$ cat src/rtl/mt_alu_pkg.sv
package mt_alu_pkg;

  typedef enum logic [3:0] {
    OP_ADD  = 4'd0,
    OP_SUB  = 4'd1,
    OP_AND  = 4'd2,
    OP_OR   = 4'd3,
    OP_XOR  = 4'd4,
    OP_LOAD = 4'd5,
    OP_CMP  = 4'd6,
    OP_BTST = 4'd7,
    OP_COM  = 4'd8,
    OP_INC  = 4'd9,
    OP_DEC  = 4'd10,
    OP_ASL  = 4'd11,
    OP_LSR  = 4'd12,
    OP_ROL  = 4'd13,
    OP_ROR  = 4'd14,
    OP_SWAP = 4'd15
  } alu_op_e;

  typedef enum logic [1:0] {
    DST_NONE = 2'd0,
    DST_ACC  = 2'd1,
    DST_MEMX = 2'd2,
    DST_MEM  = 2'd3
  } alu_dst_e;

  typedef enum logic [1:0] {
    LG_AND  = 2'd0,
    LG_OR   = 2'd1,
    LG_XOR  = 2'd2,
    LG_PASS = 2'd3
  } logic_sel_e;

endpackage

$ cat src/rtl/mt_alu_addsub.sv
module mt_alu_addsub #(
  parameter int WIDTH = 8
) (
  input  logic [WIDTH-1:0] a,
  input  logic [WIDTH-1:0] m,
  input  logic             cin,
  input  logic             sub,
  input  logic             dec,
  output logic [WIDTH-1:0] sum,
  output logic             cout,
  output logic             ovf
);
  localparam int NDIG = WIDTH / 4;

  logic [WIDTH-1:0] m_eff;
  logic [WIDTH:0]   bin_full;
  logic [WIDTH-1:0] dec_sum;
  logic             dec_cy;

  assign m_eff    = sub ? ~m : m;
  assign bin_full = {1'b0, a} + {1'b0, m_eff} + {{WIDTH{1'b0}}, cin};

  // Digit-serial BCD chain; for subtract the chain carries a borrow.
  always_comb begin
    logic       chain;
    logic [3:0] ad;
    logic [3:0] md;
    logic [4:0] raw;
    chain   = sub ? ~cin : cin;
    dec_sum = '0;
    for (int g = 0; g < NDIG; g++) begin
      ad = a[4*g +: 4];
      md = m[4*g +: 4];
      if (!sub) begin
        raw   = {1'b0, ad} + {1'b0, md} + {4'b0000, chain};
        chain = (raw > 5'd9);
        dec_sum[4*g +: 4] = chain ? (raw[3:0] + 4'd6) : raw[3:0];
      end else begin
        raw   = {1'b0, ad} - {1'b0, md} - {4'b0000, chain};
        chain = raw[4];
        dec_sum[4*g +: 4] = chain ? (raw[3:0] + 4'd10) : raw[3:0];
      end
    end
    dec_cy = sub ? ~chain : chain;
  end

  always_comb begin
    if (dec) begin
      sum  = dec_sum;
      cout = dec_cy;
    end else begin
      sum  = bin_full[WIDTH-1:0];
      cout = bin_full[WIDTH];
    end
    ovf = (a[WIDTH-1] == m_eff[WIDTH-1]) && (bin_full[WIDTH-1] != a[WIDTH-1]);
  end

endmodule

$ cat src/rtl/mt_alu_logic.sv
module mt_alu_logic
  import mt_alu_pkg::*;
#(
  parameter int WIDTH = 8
) (
  input  logic [WIDTH-1:0] a,
  input  logic [WIDTH-1:0] m,
  input  logic_sel_e       sel,
  output logic [WIDTH-1:0] r
);
  // One generate slice per bit keeps each result bit a 4:1 mux.
  for (genvar b = 0; b < WIDTH; b++) begin : g_bit
    always_comb begin
      unique case (sel)
        LG_AND:  r[b] = a[b] & m[b];
        LG_OR:   r[b] = a[b] | m[b];
        LG_XOR:  r[b] = a[b] ^ m[b];
        default: r[b] = m[b];
      endcase
    end
  end

endmodule

$ cat src/rtl/mt_alu_unary.sv
module mt_alu_unary
  import mt_alu_pkg::*;
#(
  parameter int WIDTH = 8
) (
  input  logic [WIDTH-1:0] x,
  input  logic             cin,
  input  alu_op_e          op,
  output logic [WIDTH-1:0] r,
  output logic             cout
);
  localparam int HALF = WIDTH / 2;

  logic [WIDTH-1:0] swapped;

  if (HALF > 0) begin : g_swap
    assign swapped = {x[HALF-1:0], x[WIDTH-1:HALF]};
  end else begin : g_noswap
    assign swapped = x;
  end

  always_comb begin
    r    = x;
    cout = cin;
    unique case (op)
      OP_COM:  r = ~x;
      OP_INC:  r = x + {{(WIDTH-1){1'b0}}, 1'b1};
      OP_DEC:  r = x - {{(WIDTH-1){1'b0}}, 1'b1};
      OP_ASL: begin r = {x[WIDTH-2:0], 1'b0}; cout = x[WIDTH-1]; end
      OP_LSR: begin r = {1'b0, x[WIDTH-1:1]}; cout = x[0];       end
      OP_ROL: begin r = {x[WIDTH-2:0], cin};  cout = x[WIDTH-1]; end
      OP_ROR: begin r = {cin, x[WIDTH-1:1]};  cout = x[0];       end
      OP_SWAP: r = swapped;
      default: r = x;
    endcase
  end

endmodule

$ cat src/rtl/mt_alu.sv
module mt_alu
  import mt_alu_pkg::*;
#(
  parameter int WIDTH = 8
) (
  input  logic             clk,
  input  logic             rst,
  input  logic             op_valid,
  input  logic [3:0]       op_code,
  input  logic [WIDTH-1:0] opnd_a,
  input  logic [WIDTH-1:0] opnd_m,
  input  logic             mem_mode,
  input  logic             dec_mode,
  input  logic             unary_on_mem,
  input  logic             carry_in,
  input  logic             ovf_in,
  input  logic             neg_in,
  input  logic             zero_in,
  output logic             res_valid,
  output logic [WIDTH-1:0] res_data,
  output logic [1:0]       res_dest,
  output logic             flag_n,
  output logic             flag_v,
  output logic             flag_z,
  output logic             flag_c
);
  localparam int MSB = WIDTH - 1;

  alu_op_e    op;
  logic_sel_e lsel;
  logic       is_sub;
  logic       as_dec;
  logic       as_cin;

  logic [WIDTH-1:0] as_sum, lg_r, un_r, un_x;
  logic             as_cout, as_ovf, un_cout;

  logic [WIDTH-1:0] nx_data;
  alu_dst_e         nx_dest;
  logic             nx_n, nx_v, nx_z, nx_c;

  assign op = alu_op_e'(op_code);

  // Compare shares the adder as a carry-in-one binary subtract.
  assign is_sub = (op == OP_SUB) || (op == OP_CMP);
  assign as_dec = dec_mode && (op != OP_CMP);
  assign as_cin = (op == OP_CMP) ? 1'b1 : carry_in;

  always_comb begin
    unique case (op)
      OP_AND:  lsel = LG_AND;
      OP_OR:   lsel = LG_OR;
      OP_XOR:  lsel = LG_XOR;
      OP_BTST: lsel = LG_AND;
      default: lsel = LG_PASS;
    endcase
  end

  assign un_x = ((op == OP_COM) || (op == OP_SWAP) || unary_on_mem) ? opnd_m : opnd_a;

  mt_alu_addsub #(.WIDTH(WIDTH)) addsub_i (
    .a    (opnd_a),
    .m    (opnd_m),
    .cin  (as_cin),
    .sub  (is_sub),
    .dec  (as_dec),
    .sum  (as_sum),
    .cout (as_cout),
    .ovf  (as_ovf)
  );

  mt_alu_logic #(.WIDTH(WIDTH)) logic_i (
    .a   (opnd_a),
    .m   (opnd_m),
    .sel (lsel),
    .r   (lg_r)
  );

  mt_alu_unary #(.WIDTH(WIDTH)) unary_i (
    .x    (un_x),
    .cin  (carry_in),
    .op   (op),
    .r    (un_r),
    .cout (un_cout)
  );

  // Result, flag and target selection.
  always_comb begin
    nx_data = un_r;
    nx_v    = ovf_in;
    nx_c    = carry_in;
    nx_n    = un_r[MSB];
    nx_z    = (un_r == '0);
    nx_dest = unary_on_mem ? DST_MEM : DST_ACC;
    unique case (op)
      OP_ADD, OP_SUB: begin
        nx_data = as_sum;
        nx_c    = as_cout;
        nx_v    = as_ovf;
        nx_n    = as_sum[MSB];
        nx_z    = (as_sum == '0);
        nx_dest = mem_mode ? DST_MEMX : DST_ACC;
      end
      OP_AND, OP_OR, OP_XOR, OP_LOAD: begin
        nx_data = lg_r;
        nx_n    = lg_r[MSB];
        nx_z    = (lg_r == '0);
        nx_dest = mem_mode ? DST_MEMX : DST_ACC;
      end
      OP_CMP: begin
        nx_data = as_sum;
        nx_c    = as_cout;
        nx_n    = as_sum[MSB];
        nx_z    = (as_sum == '0);
        nx_dest = DST_NONE;
      end
      OP_BTST: begin
        nx_data = lg_r;
        nx_n    = opnd_m[MSB];
        nx_v    = opnd_m[MSB-1];
        nx_z    = (lg_r == '0);
        nx_dest = DST_NONE;
      end
      OP_COM: begin
        nx_dest = DST_MEM;
      end
      OP_SWAP: begin
        nx_n    = neg_in;
        nx_z    = zero_in;
        nx_dest = DST_MEM;
      end
      default: begin
        nx_c = un_cout;
      end
    endcase
  end

  always_ff @(posedge clk) begin
    if (rst) begin
      res_valid <= 1'b0;
      res_data  <= '0;
      res_dest  <= DST_NONE;
      flag_n    <= 1'b0;
      flag_v    <= 1'b0;
      flag_z    <= 1'b0;
      flag_c    <= 1'b0;
    end else begin
      res_valid <= op_valid;
      if (op_valid) begin
        res_data <= nx_data;
        res_dest <= nx_dest;
        flag_n   <= nx_n;
        flag_v   <= nx_v;
        flag_z   <= nx_z;
        flag_c   <= nx_c;
      end
    end
  end

endmodule

$ cat config.mk
export PLATFORM = sky130hd
export DESIGN_NAME = mt_alu
export DESIGN_NICKNAME = d
export VERILOG_FILES = /design/src/rtl/mt_alu_pkg.sv /design/src/rtl/mt_alu_addsub.sv /design/src/rtl/mt_alu_logic.sv /design/src/rtl/mt_alu_unary.sv /design/src/rtl/mt_alu.sv
export SDC_FILE = /design/constraint.sdc
export NUM_CORES = 1
export LEC_CHECK = 0
export ABC_AREA = 1
export BUFFER_PORTS_ARGS = -buffer_cell sky130_fd_sc_hd__buf_2
export CAP_MARGIN = 20
export CORE_MARGIN = 5
export CORE_UTILIZATION = 50
export CTS_BUF_LIST = sky130_fd_sc_hd__clkbuf_4 sky130_fd_sc_hd__clkbuf_8
export DETAILED_ROUTE_END_ITERATION = 7
export GPL_TIMING_DRIVEN = 0
export MAX_ROUTING_LAYER = met4
export PLACE_DENSITY = 0.76
export SYNTH_ARGS = -nofsm -noshare
export SYNTH_HDL_FRONTEND = slang
export SYNTH_SLANG_ARGS = --single-unit
$ cat constraint.sdc
create_clock -name clk -period 6.8 [get_ports clk]
set_clock_uncertainty 0.05 [all_clocks]
set_input_delay 1.36 -clock clk [delete_from_list [all_inputs] [get_ports clk]]
set_output_delay 1.36 -clock clk [all_outputs]
set_load 0.03 [all_outputs]
; ---- Word level (Yosys, flattened, before mapping)
; Index checks and enable logic that the tools add are counted.
; Widths: inputs -> output; s select.
[word_totals]
ff_bits = 15
[classes]
addsub = 16
n_bitwise = 28
n_mux = 34
reduce_logical = 21
n_lt_le_gt_ge = 2
eq_ne = 20
[ops]
columns = operator, n
row1 = $pmux 8 s8, 1
row2 = $eq 4x4->1 const B, 8
row3 = $pmux 1 s3, 9
row4 = $logic_not 8->1, 3
row5 = $mux 4, 6
row6 = $mux 8, 3
row7 = $eq 4x3->1 const B, 4
row8 = $not 8->8, 2
row9 = $pmux 8 s2, 1
row10 = $pmux 2 s3, 2
row11 = $reduce_or 2->1, 6
row12 = $add 4x4->5, 2
row13 = $add 5x1->5, 2
row14 = $gt 5x4->1 const B, 2
row15 = $sub 4x4->5, 2
row16 = $sub 5x1->5, 2
row17 = $add 8x8->9, 1
row18 = $add 9x1->9, 1
row19 = $add 4x3->4 const B, 2
row20 = $add 4x4->4 const B, 2
row21 = $add 8x1->8 const B, 1
row22 = $and 1x1->1, 8
row23 = $eq 4x2->1 const B, 2
row24 = $or 1x1->1, 8
row25 = 22 further kinds, 41

; ---- Depth between registers and ports, before layout
[depth]
ltp_word = 14
ltp_mapped = 40
mapped_depth_nobuf = 39

; ---- Hierarchy
; From an unflattened synthesis, not the netlist that was laid out.
[hier_totals]
cells_unflattened = 748
hier_area_um2 = 4403.0
[by_module_without_submodules]
columns = mod, area_per_inst_um2, cells_per_inst, n_inst
row1 = mt_alu_addsub, 1848.0, 309, 1
row2 = mt_alu, 1207.4, 210, 1
row3 = mt_alu_unary, 789.5, 143, 1
row4 = mt_alu_logic, 558.0, 86, 1

; ---- Least setup slack after synthesis
; No wires, ideal clock.
[synth_timing]
path_type = input-to-reg
startpoint = input op_code[3]
endpoint = register res_data[7]
slack_ns = 0.441
n_path_buf = 2
stages = 35
setup_time_ns = 0.112
t_arrival_ns = 6.197
required_ns = 6.638
path_cell_list = buf_4 nor2_4 nand2_1 nand2_2 inv_1 clkbuf_1 nand2_1 o21a_1 fa_1 inv_1 fa_1 or2_2 or2_2 nand3_1 nand2_1 nand2_1 o21ai_0 inv_1 fa_1 inv_1 fa_1 xnor2_1 ha_1 a22oi_1 nand2_1 nand2_1 nand3b_1 nand3_1 nand3_1 nand3_1 o21ai_0 nand2_1 nand2_1 nand2_1 nand2_1
[synth_between]
elab_chain_len = 13
elab_cells_between_ends = 54
cone_classes = add/sub: 10 / order compare: 2 / eq/ne: 18 / mux: 13 / bitwise: 2 / reduce/logical: 9
[synth_lines]
columns = item, line_no
row1 = start: declaration, mt_alu.sv:9  ; input logic [3:0] op_code,
row2 = $eq 4x3->1, "mt_alu.sv:45, mt_alu.sv:47, mt_alu.sv:95"
row3 = $mux 1, mt_alu.sv:47  ; assign as_cin = (op == OP_CMP) ? 1'b1 : carry_in;
row4 = $not 1->1, mt_alu_addsub.sv:29  ; chain = sub ? ~cin : cin;
row5 = $mux 1, mt_alu_addsub.sv:29
row6 = $add 5x1->5, mt_alu_addsub.sv:35  ; raw = {1'b0, ad} + {1'b0, md} + {4'b0000, chain};
row7 = $gt 5x4->1, mt_alu_addsub.sv:36  ; chain = (raw > 5'd9);
row8 = $mux 1, mt_alu_addsub.sv:34  ; if (!sub) begin
row9 = $add 5x1->5 or $sub 5x1->5 (tied branches), "mt_alu_addsub.sv:35, mt_alu_addsub.sv:39"
row10 = "$add 4x3->4, or another cell as far along", mt_alu_addsub.sv:37  ; dec_sum[4*g +: 4] = chain ? (raw[3:0] + 4'd6) : raw[3:0];
row11 = "$mux 4, on equally long branches", "mt_alu_addsub.sv:37, mt_alu_addsub.sv:41"
row12 = $mux 4, mt_alu_addsub.sv:34
row13 = $mux 8, mt_alu_addsub.sv:48  ; if (dec) begin
row14 = $pmux 8 s2 *, mt_alu.sv:95  ; unique case (op)
row15 = end signal: assignment, mt_alu.sv:150  ; res_data <= nx_data;
row16 = end: declaration, mt_alu.sv:20  ; output logic [WIDTH-1:0] res_data,
; Every way passes the cells marked *; elsewhere a longest branch is shown, timed or not.
; A chain may end at the register's enable or synchronous reset.

; ---- Worst setup path in the final report
[layout_timing]
startpoint = input op_code[1]
endpoint = register flag_z
[layout_between]
elab_chain_len = 14
elab_cells_between_ends = 69
cone_classes = add/sub: 12 / order compare: 2 / eq/ne: 18 / mux: 23 / bitwise: 2 / reduce/logical: 12
[layout_lines]
columns = item, line_no
row1 = $eq 4x3->1, "mt_alu.sv:45, mt_alu.sv:47, mt_alu.sv:95"
row2 = $mux 1, mt_alu.sv:47
row3 = $not 1->1, mt_alu_addsub.sv:29
row4 = $mux 1, mt_alu_addsub.sv:29
row5 = $add 5x1->5, mt_alu_addsub.sv:35
row6 = $gt 5x4->1, mt_alu_addsub.sv:36
row7 = $mux 1, mt_alu_addsub.sv:34
row8 = $add 5x1->5 or $sub 5x1->5 (tied branches), "mt_alu_addsub.sv:35, mt_alu_addsub.sv:39"
row9 = "$add 4x3->4, or another cell as far along", mt_alu_addsub.sv:37
row10 = "$mux 4, on equally long branches", "mt_alu_addsub.sv:37, mt_alu_addsub.sv:41"
row11 = $mux 4, mt_alu_addsub.sv:34
row12 = $mux 8, mt_alu_addsub.sv:48
row13 = $logic_not 8->1, "mt_alu.sv:101, mt_alu.sv:114"
row14 = $pmux 1 s3 *, mt_alu.sv:95
row15 = end signal: assignment, mt_alu.sv:154  ; flag_z <= nx_z;
row16 = end: declaration, mt_alu.sv:24  ; output logic flag_z,
; Marked as above.

==> flow_summary_export.csv <==
group,metric,value,unit
floorplan,die_h,96.1,microns
setup_path,crit_type,"input pin to register",
yosys,synth_area_leaders,"nand2_1, ha_1, inv_1",
yosys,netlist_area,3710,sq um
global_routing,grt_pass1_wl,19200,microns
floorplan,rows,31,
sta,finalCriticalPeriod,6.53,ns
yosys,synth_warnings,0,
global_routing,grt_max_degree,11,
power,p_leak,2.34,nW
sta,finalHoldViolations,0,
clock_network,numCtsBuffers,3,
power,switching_power,302,uW
yosys,synth_cell_types,44,
floorplan,io_pins,45,
outcome,status,"finished clean",
place,portBuffers,42,
setup_path,critical_path_required,6.89,ns
clock_network,cts.sinks,15,
detailed_routing,drt_wl_total,11800,microns
yosys,yosysTopAreaCell,"nand2_1",
final_layout,fin_nets,767,
power,switching_share,0.516,
yosys,synth-main-ff-cell,"dfxtp_1",
clock_network,cts_hold_buffers,0,
setup_path,worstPathArrival,6.61,ns
setup_path,cp-start-kind,"input pin",
setup_path,crit_path_max_incr_delay,0.54,ns
clock_network,insertion_delay,0.25,ns
clock_network,clk_pin_slew_worst_paths,0.06,ns
sta,drv_slew,0,
final_layout,final_util,0.579,
floorplan,initial_utilization,0.511,
yosys,syn_inst,633,
final_layout,multi_input_area,3030,sq um
place,dp_slack,-0.813,ns
power,clkPwrFrac,0.132,
sta,worst_pin_slew,0.803,ns
place,dp_cells,774,
yosys,synth-seq-cells,15,
yosys,synth_seq_area_share,0.0810,
sta,setup_viol,0,
floorplan,die_w,96.1,microns
final_layout,antenna_cells,0,
power,total_power,586,uW
setup_path,cp_slowest_cell,"fa_2",
setup_path,worstPathMaxFanout,10,
setup_path,end_kind,"register",
power,p_int,284,uW
job,drv_cap,0,
yosys,syn_nets,717,
hold_path,worstHoldPathType,"register to register",
yosys,synth_top_area_share,0.171,
sta,fin_crit_sh,0.960,
sta,fmaxAchievable,153,MHz
detailed_routing,routedWlPerCell,15.1,microns
final_layout,final_area,4200,sq um
final_layout,nFillCells,763,
power,p_comb_frac,0.700,
detailed_routing,num_vias,4445,
detailed_routing,wl_met3,727,microns
place,gp_congestion,1.00,
global_routing,first_global_vias,4106,
yosys,syn_avg_cell_area,5.86,sq um
power,vdd_drop_max,0.000106,V
global_routing,antenna_found_initial,0,
clock_network,cts_root_buffer,"clkbuf_8",
setup_path,critPathMostFrequentCell,"nand2_1",
sta,slew_headroom,0.460,
place,dpl.hpwl,9810,microns
detailed_routing,ant_nets,0,
place,post_dp_cell_area,4040,sq um
sta,finalWorstSetupSlack,0.273,ns
detailed_routing,dr_wl_met2,5570,microns
detailed_routing,vias_per_cell,5.69,
detailed_routing,first_iter_violations,452,
clock_network,cts.htree.levels,1,
global_routing,grt_overflow,0,
final_layout,area_delta_synth_final,13.4,%
floorplan,dieArea,9240,sq um
power,p_seq_frac,0.168,
clock_network,cts_tree,"yes",
power,power_density,139,nW/um^2
yosys,synth_edf_count,0,
final_layout,drive_gt1_frac,0.166,
global_routing,grt_use_total,0.270,
detailed_routing,drc,0,
clock_network,clock_path_buffers,2,
final_layout,fin_cells,781,
detailed_routing,drt-pass1-iter-count,7,
floorplan,fp.coreArea,7250,sq um
final_layout,register_area,300,sq um
detailed_routing,wl_met1,5060,microns
detailed_routing,highest_layer,"met4",
yosys,async_flop_share,0,
[synthesized netlist by cell type, drive strengths merged, types with 7 or more instances]
cell,count
nand2,182
inv,106
nand3,60
nor2,58
ha,43
o21ai,43
a21oi,26
dfxtp,15
xor2,13
fa,11
a31oi,10
nand4,10
o22ai,10
or2,7
[metal layers]
| metal | track usage | vias to the layer above |
|---|---|---|
| met5 | - | - |
| met4 | 0.0983 | 0 |
| met3 | 0.0211 | 35 |
| met2 | 0.443 | 200 |
| met1 | 0.346 | 2035 |
| li1 | - | 2175 |
[final timing paths]
| path | from | to | slack, ns | depth (start not counted) |
|---|---|---|---|---|
| min | res_data[0] | res_data[0] | 0.41 | 2 |
| max | op_code[1] | flag_z | 0.27 | 37 |
| min reg2reg | res_data[0] | res_data[0] | 0.41 | 2 |
| max reg2reg | res_data[6] | res_data[6] | 6.10 | 2 |
[layout by cell type (no fill, tap or decap), drive strengths merged, types with 2 or more instances in the layout]
master   netlist  final
a31oi         10     10
nor3           5      5
o21bai         3      3
o2111ai        3      3
o21ai         43     43
fa            11     11
inv          106    106
o31ai          2      2
dfxtp         15     15
a211oi         2      2
nand3b         2      2
xnor2          2      2
a221oi         3      3
a21oi         26     26
buf            6     52
or2            7      7
xor2          13     13
nand4         10     10
ha            43     43
nor2          58     58
nand3         60     60
nand2        182    182
o21a           2      2
clkbuf         2      5
o22ai         10     10
[state kept, by name, indices dropped and copies added (netlist names)]
name	cells
res_dest	2
res_valid	1
flag_n	1
res_data	8
flag_v	1
flag_c	1
flag_z	1
[area by class of cell]
type                       instances  share of cell area
buffer                             8              0.0143
clock buffer                       4              0.0116
inverter                         107              0.0974
multi-input combinational        503               0.720
sequential                        15              0.0714
tap                               99              0.0295
timing repair buffer              45              0.0554
[timing repair]
action | CTS | global route
pin swaps | 0 | 5
gates resized for setup | 7 | 22
endpoints found under the setup margin | 7 | 7
endpoints found under the hold margin | 0 | 0
setup buffers | 0 | 3
[cells by family (layout without fill, tap and decap cells)]
kind of cell,count (synthesis),in the layout,synth area share
AND/OR/NAND/NOR,324,324,0.384
buffers and inverters,115,164,0.122
AO/OA/AOI/OAI,110,110,0.173
adder cells (fa/ha/maj),54,54,0.205
XOR/XNOR,15,15,0.0354
flip-flops,15,15,0.0810
[power groups by stage]
stage | registers, mW | logic (mW) | clock network [mW]
3_5_place_dp | 0.101 | 0.381 | 0
3_3_place_gp | 0.100 | 0.371 | 0
6_report | 0.0987 | 0.410 | 0.0771
4_1_cts | 0.0986 | 0.384 | 0.0794
2_1_floorplan | 0.115 | 0.264 | 0
5_1_grt | 0.0995 | 0.460 | 0.0844
[critical path, delay by kind of cell]
kind                     cells  cell delay, ns
AO/OA/AOI/OAI                3            0.45
adder cells (fa/ha/maj)      5            1.76
buffers and inverters        9            0.94
AND/OR/NAND/NOR             20            2.11
[per-stage QoR]
step           setup TNS [ns]  hold WS, ns
2_1_floorplan               0        0.541
3_3_place_gp            -3.30        0.405
3_5_place_dp            -4.62        0.407
4_1_cts                     0        0.416
5_1_grt               -0.0126        0.446
6_report                    0        0.412
(Power assumes the default switching activity.)
